## src/rtl/typec_cc_attach.sv

```systemverilog
module typec_cc_attach #(
  parameter logic [7:0] RX_ON     = 8'h21,
  parameter logic [7:0] HDR_BASE  = 8'h02,
  parameter logic [7:0] TOG_BIT   = 8'h40,
  parameter logic [7:0] PAT_HOST  = 8'h0A,
  parameter logic [7:0] PAT_DEV   = 8'h05
) (
  input  logic       clk,
  input  logic       rst_n,
  input  logic       host_first,
  input  logic       cc_valid,
  input  logic [7:0] cc_stat,
  output logic [7:0] role_ctrl,
  output logic       orient,
  output logic       ss_sel,
  output logic [7:0] hdr_role,
  output logic [7:0] rx_det,
  output logic       vconn_en,
  output logic       src_vbus,
  output logic       snk_vbus,
  output logic       look_req,
  output logic       attached,
  output logic       cc_err
);
  localparam logic [1:0] T_OPEN = 2'd0;
  localparam logic [1:0] T_RA   = 2'd1;
  localparam logic [1:0] T_RD   = 2'd2;
  localparam logic [1:0] T_RP   = 2'd3;
  localparam logic [7:0] HDR_SRC  = HDR_BASE | 8'h09;
  localparam logic [7:0] SNK_CC1  = 8'h0E;
  localparam logic [7:0] SNK_CC2  = 8'h0B;

  function automatic logic [1:0] term_of(input logic [1:0] code, input logic local_snk);
    if (local_snk) return (code == 2'd0) ? T_OPEN : T_RP;
    case (code)
      2'd1:    return T_RA;
      2'd2:    return T_RD;
      default: return T_OPEN;
    endcase
  endfunction

  logic [7:0] last_stat;
  logic [1:0] t1, t2;
  logic       fresh, is_det, is_src, is_snk, is_aud;
  logic [7:0] tog_byte;

  assign t1     = term_of(cc_stat[1:0], cc_stat[4]);
  assign t2     = term_of(cc_stat[3:2], cc_stat[4]);
  assign fresh  = cc_valid && (cc_stat != last_stat);
  assign is_det = (t1 == T_OPEN) && (t2 == T_OPEN);
  assign is_src = (t1 == T_RD) != (t2 == T_RD);
  assign is_snk = ((t1 == T_RP) && (t2 == T_OPEN)) || ((t2 == T_RP) && (t1 == T_OPEN));
  assign is_aud = ((t1 == T_RA) && (t2 == T_OPEN)) || ((t2 == T_RA) && (t1 == T_OPEN));
  assign tog_byte = TOG_BIT | (host_first ? PAT_HOST : PAT_DEV);
  assign ss_sel = ~orient;

  always_ff @(posedge clk) begin
    if (!rst_n) begin
      role_ctrl <= tog_byte;
      orient    <= 1'b0;
      hdr_role  <= HDR_BASE;
      rx_det    <= 8'h00;
      vconn_en  <= 1'b0;
      src_vbus  <= 1'b0;
      snk_vbus  <= 1'b0;
      look_req  <= 1'b0;
      attached  <= 1'b0;
      cc_err    <= 1'b0;
      last_stat <= 8'h00;
    end else begin
      look_req <= 1'b0;
      if (fresh) begin
        if (is_det) begin
          rx_det    <= 8'h00;
          src_vbus  <= 1'b0;
          snk_vbus  <= 1'b0;
          vconn_en  <= 1'b0;
          orient    <= 1'b0;
          role_ctrl <= tog_byte;
          look_req  <= 1'b1;
          attached  <= 1'b0;
          last_stat <= cc_stat;
        end else if (is_src) begin
          orient    <= (t1 != T_RD);
          hdr_role  <= HDR_SRC;
          rx_det    <= RX_ON;
          vconn_en  <= (t1 == T_RA) || (t2 == T_RA);
          src_vbus  <= 1'b1;
          snk_vbus  <= 1'b0;
          attached  <= 1'b1;
          last_stat <= cc_stat;
        end else if (is_snk) begin
          orient    <= (t1 == T_OPEN);
          role_ctrl <= (t1 != T_OPEN) ? SNK_CC1 : SNK_CC2;
          hdr_role  <= HDR_BASE;
          src_vbus  <= 1'b0;
          snk_vbus  <= 1'b0;
          attached  <= 1'b1;
          last_stat <= cc_stat;
        end else if (is_aud) begin
          last_stat <= cc_stat;
        end else begin
          cc_err <= 1'b1;
        end
      end
    end
  end
endmodule


```

## config.mk

```make
export PLATFORM = sky130hd
export DESIGN_NAME = typec_cc_attach
export DESIGN_NICKNAME = d
export VERILOG_FILES = /design/src/rtl/typec_cc_attach.sv
export SDC_FILE = /design/constraint.sdc
export NUM_CORES = 1
export LEC_CHECK = 0
export BUFFER_PORTS_ARGS = -buffer_cell sky130_fd_sc_hd__buf_2
export CAP_MARGIN = 40
export CORE_MARGIN = 1
export CORE_UTILIZATION = 54
export CTS_CLUSTER_DIAMETER = 60
export CTS_CLUSTER_SIZE = 12
export DETAILED_ROUTE_END_ITERATION = 10
export GPL_ROUTABILITY_DRIVEN = 0
export HOLD_SLACK_MARGIN = 0.02
export PLACE_DENSITY_LB_ADDON = 0.25
export SLEW_MARGIN = 20
export SYNTH_ARGS = -nofsm -noshare
export SYNTH_HDL_FRONTEND = slang
export SYNTH_SLANG_ARGS = --single-unit
```

## constraint.sdc

```tcl
create_clock -name clk -period 4.1 [get_ports clk]
set_input_delay 0.82 -clock clk [delete_from_list [all_inputs] [get_ports clk]]
set_output_delay 0.82 -clock clk [all_outputs]
set_load 0.03 [all_outputs]
```

## Yosys cells after proc, flatten, opt, wreduce, memory -nomap -nowiden

Index checks and enable logic that the tools add are counted.

| word-level totals | value |
|---|---|
| output and inout bits | 32 |
| input port bits | 12 |
| bits in registers | 39 |

| operators by class | value |
|---|---|
| equality and inequality tests | 17 |
| mux-type cells | 38 |
| bitwise gates (word level) | 5 |
| reductions and logical operators | 27 |

Operators by type and width:

| operator | number |
|---|---|
| $mux 8 | 13 |
| $mux 1 | 15 |
| $eq 2x2->1 const B | 6 |
| $mux 2 | 6 |
| $reduce_and 3->1 | 3 |
| $eq 2x1->1 const B | 4 |
| $logic_not 2->1 | 4 |
| $ne 8x8->1 | 1 |
| $pmux 2 s2 | 2 |
| $reduce_and 2->1 | 4 |
| $reduce_bool 2->1 | 4 |
| $logic_and 1x1->1 | 6 |
| $not 1->1 | 5 |
| $reduce_and 5->1 | 1 |
| $mux 4 | 1 |
| $ne 2x2->1 const B | 2 |
| $reduce_bool 4->1 | 1 |
| $logic_or 1x1->1 | 3 |
| $mux 3 | 1 |
| $ne 3x1->1 const B | 1 |
| $ne 3x3->1 const B | 1 |
| $reduce_bool 3->1 | 1 |
| $ne 2x1->1 const B | 1 |
| $ne 1x1->1 | 1 |

## Longest topological paths before layout

| logic depth | value |
|---|---|
| depth after elaboration | 12 |
| gate-level depth with buffers | 6 |
| mapped depth without buffers | 5 |

## Least setup slack after synthesis

No wires, ideal clock.

| path | value |
|---|---|
| kind | input port to flip-flop |
| from | input cc_stat[2] |
| to | register role_ctrl[0] (enable) |
| buffers on the path | 1 |
| data arrival time | 1754 ps |
| stages on the path | 5 |
| setup slack | 2002 ps |
| setup time | 344 ps |
| data required time | 3756 ps |
| cell sequence | buf_4 and2_4 a21oi_1 o221a_2 o21ai_0 |

| on the way | value |
|---|---|
| word-level cells in the longest chain between the ends | 9 |
| elaborated cells on any way between the ends | 21 |
| those cells by class | 9 x eq/ne; 4 x mux; 8 x reduce/logical |

RTL lines:

| element | line | source |
|---|---|---|
| start, declared | 12 | `input logic [7:0] cc_stat,` |
| $logic_not 2->1 | 34 | `if (local_snk) return (code == 2'd0) ? T_OPEN : T_RP;` |
| $mux 2 (2 in a row) | 34 |  |
| $mux 2 | 35 | `case (code)` |
| $eq 2x2->1 or $logic_not 2->1 (tied branches) | 52, 50 |  |
| $logic_and 1x1->1 | 52 | `assign is_snk = ((t1 == T_RP) && (t2 == T_OPEN)) \|\| ((t2 == T_RP) && (t1 == T_OPEN));` |
| $logic_or 1x1->1 | 52 |  |
| $ne 3x1->1 (no line) | -- |  |
| $reduce_and 3->1 (no line) * | -- |  |
| end signal, assigned | 59 | `role_ctrl <= tog_byte;` |
| end signal, assigned | 79 | `role_ctrl <= tog_byte;` |
| end signal, assigned | 94 | `role_ctrl <= (t1 != T_OPEN) ? SNK_CC1 : SNK_CC2;` |
| end, declared | 13 | `output logic [7:0] role_ctrl,` |

Mark *: on every way between the ends. The rest lies on a longest branch, timed or not. The select of a mux whose other input is x is not followed.
A chain may end at the register's enable or synchronous reset.

## Worst setup path after layout

| path | value |
|---|---|
| from | input cc_stat[3] |
| to | register role_ctrl[2] (enable) |

Same word-level chain as after synthesis.

==> qor.yml <==
synth_xor_xnor_area_share: 0.0950
syn2layout_area_growth_pct: 2.89
finalCritPeriodShare: 0.499
cts_sinks: 20
drtAntennaViolNets: 0
dp_hpwl_mm: 1.74
yosys-top-cells-count: "24 x nand2_1, 20 x buf_4, 17 x dfxtp_1, 10 x mux2i_1, 8 x xnor2_1"
finalHoldViolations: 0
start_util: 0.590
crit_buf_inv: 1
criticalPathCategory: "in2reg"
whs_ns: 0.461
ys_types: 39
rows: 17
drcViolationCount: 0
yosys.cell_count.top_type: "nand2_1"
die_h_um: 51.9
vias: 1022
slew_viol_final: 0
insertion_delay_ns: 0.29
worstPathArrival_ns: 2.00
grt_max_degree: 35
slew_headroom: 0.646
num_io_pins: 44
synth_edf_count: 3
vias_per_cell: 5.16
p_total_uw: 456
firstDrtPassIters: 4
drtIter0Drc: 31
die-area_mm2: 0.00269
cp_data_required_time_ns: 4.06
grt_use_met3: 0.0263
hold_buffers: 0
worst_hold_path_type: "reg2reg"
setup_viol: 0
ctsResizeCount: 0
cts_setup_buffers: 0
clockBufferDepth: 2
yosysTopAreaCell: "dfxtp_1"
met1_usage: 0.264
drt-total-wl_mm: 2.29
die_x_um: 51.9
crit_path_end_kind: "flip-flop"
synth_fa_ha_area_frac: 0
n_fill_cell: 201
nets: 183
worst-r2r-setup-slack_ns: 2.39
fin_skew_ns: 0.00247
grt.overflow.total: 0
cts_root_buf: "clkbuf_4"
leakagePower_nw: 0.611
final_core_utilization: 0.607
crit_cells: 5
grtUsageMet2: 0.306
drive_gt1_frac: 0.253
cp_top_family: "compound AO/OA/AOI/OAI gates"
core-area_mm2: 0.00228
io_buffer_count: 27
tightest_slew_ns: 0.531
netlist_area_mm2: 0.00134
whs_path_depth: 2
startpoint_type: "primary input"
antenna_found_initial: 0
ys_warn_count: 0
slowest_stage: "o21ai_0"
h-tree-depth: 1
yosysTopAreaCellShare: 0.253
max-cap-violations: 0
cts_tree: "built"
antenna_cells: 0
async_flop_share: 0
status: "complete, no violations"
ys_seq_area_frac: 0.320
setup_tns_ns: 0
grt_pass1_wl_mm: 3.88
path_max_fanout: 10
synth_area_leaders: "dfxtp_1 25%, buf_4 11%, mux2i_1 7.4%, edfxtp_1 6.7%, nand2_1 6.7%"
synth_compound_area_frac: 0.151
yosys.area_share.simple: 0.186
power_density_mw_per_mm2: 330
synth_top_family_by_area: "simple AND/OR/NAND/NOR gates"
grt_util_all_layers: 0.195
syn-instance-count: 153
reg2reg_depth: 4
crit_path_cell_trace: "buf_2 -> and2_4 -> a21oi_1 -> o221a_2 -> o21ai_0"
avgSynthCellArea_um2: 8.78
rsz0062_at_grt: "false"
clock.fmax_mhz: 489
muxShareOfSynthArea: 0.0745
grt_pass1_vias: 884
ir_drop_mv: 0.191
routedWlPerCell_um: 11.6
numCtsBuffers: 3
fin_crit_ns: 2.05
path_clk_slew_ns: 0.11
top_usage_layer: "met2"
synth_top_flop_cell: "dfxtp_1"
slowest_delay_ns: 0.37
ys_ff_latch: 20
metrics by stage:
stage / std cells / instance area [µm²] / setup slack [ns]
6_report: 198 / 1380 / 2.05
5_1_grt: 198 / 1380 / 1.97
4_1_cts: 198 / 1380 / 2.05
3_5_place_dp: 194 / 1360 / 1.72
3_3_place_gp: 194 / 1360 / 1.83
2_1_floorplan: 167 / 1400 / 2.00
final cells by class:
type,instances,area (µm²),share of cell area
clock buffer,3,22.5,0.0163
clock inverter,1,3.75,0.00271
timing repair buffer,27,135,0.0977
tap,28,35.0,0.0253
sequential,20,430,0.311
inverter,4,15.0,0.0109
multi-input combinational,115,741,0.536
tightest hold or removal path, delay by kind of cell, from the launching register on:
family	cells	cell delay (ns)
flip-flops	1	0.32
AO/OA/AOI/OAI	1	0.05
AND/OR/NAND/NOR	1	0.05
per-layer routing:
metal | vias up | wire length, µm
li1 | 511 | -
met1 | 474 | 1090
met2 | 33 | 1070
met3 | 4 | 104
met4 | 0 | 28
met5 | - | 0
power by group:
group | total [mW] | internal (mW) | switching [mW]
sequential | 0.222 | 0.214 | 0.00792
clock | 0.0933 | 0.0354 | 0.0579
combinational | 0.141 | 0.0461 | 0.0949
registers in the layout, indices dropped and copies added (netlist names):
name and count:
last_stat 8, orient 1, attached 1, role_ctrl 4, cc_err 1, src_vbus 1
look_req 1, hdr_role 1, rx_det 1, vconn_en 1
cells in the final DEF, fill, tap and decap left out, drive strengths merged, types with 2 or more instances in the layout:
cell,instances
buf,27
nand2,24
dfxtp,17
conb,16
xnor2,11
mux2i,10
a21oi,8
o21ai,8
nor2,7
o21a,5
inv,4
o22ai,3
nand2b,3
clkbuf,3
edfxtp,3
nor3,2
nand3,2
nand4,2
or2,2
and2,2
worst paths after layout:
kind,start,end
hold / removal,src_vbus$_SDFFE_PN0P_,src_vbus$_SDFFE_PN0P_
setup reg to reg,last_stat[5]$_SDFFE_PN0P_,role_ctrl[2]$_DFFE_PP_
setup / recovery,cc_stat[3],role_ctrl[2]$_DFFE_PP_
hold reg to reg,src_vbus$_SDFFE_PN0P_,src_vbus$_SDFFE_PN0P_
cell families after synthesis:
family          count (synthesis)
flops                          20
xor+xnor                       12
mux                            10
compound gates                 29
buf+inv                        32
simple gates                   48
other cells                     2
No activity file was read; power rests on OpenSTA's default activity.
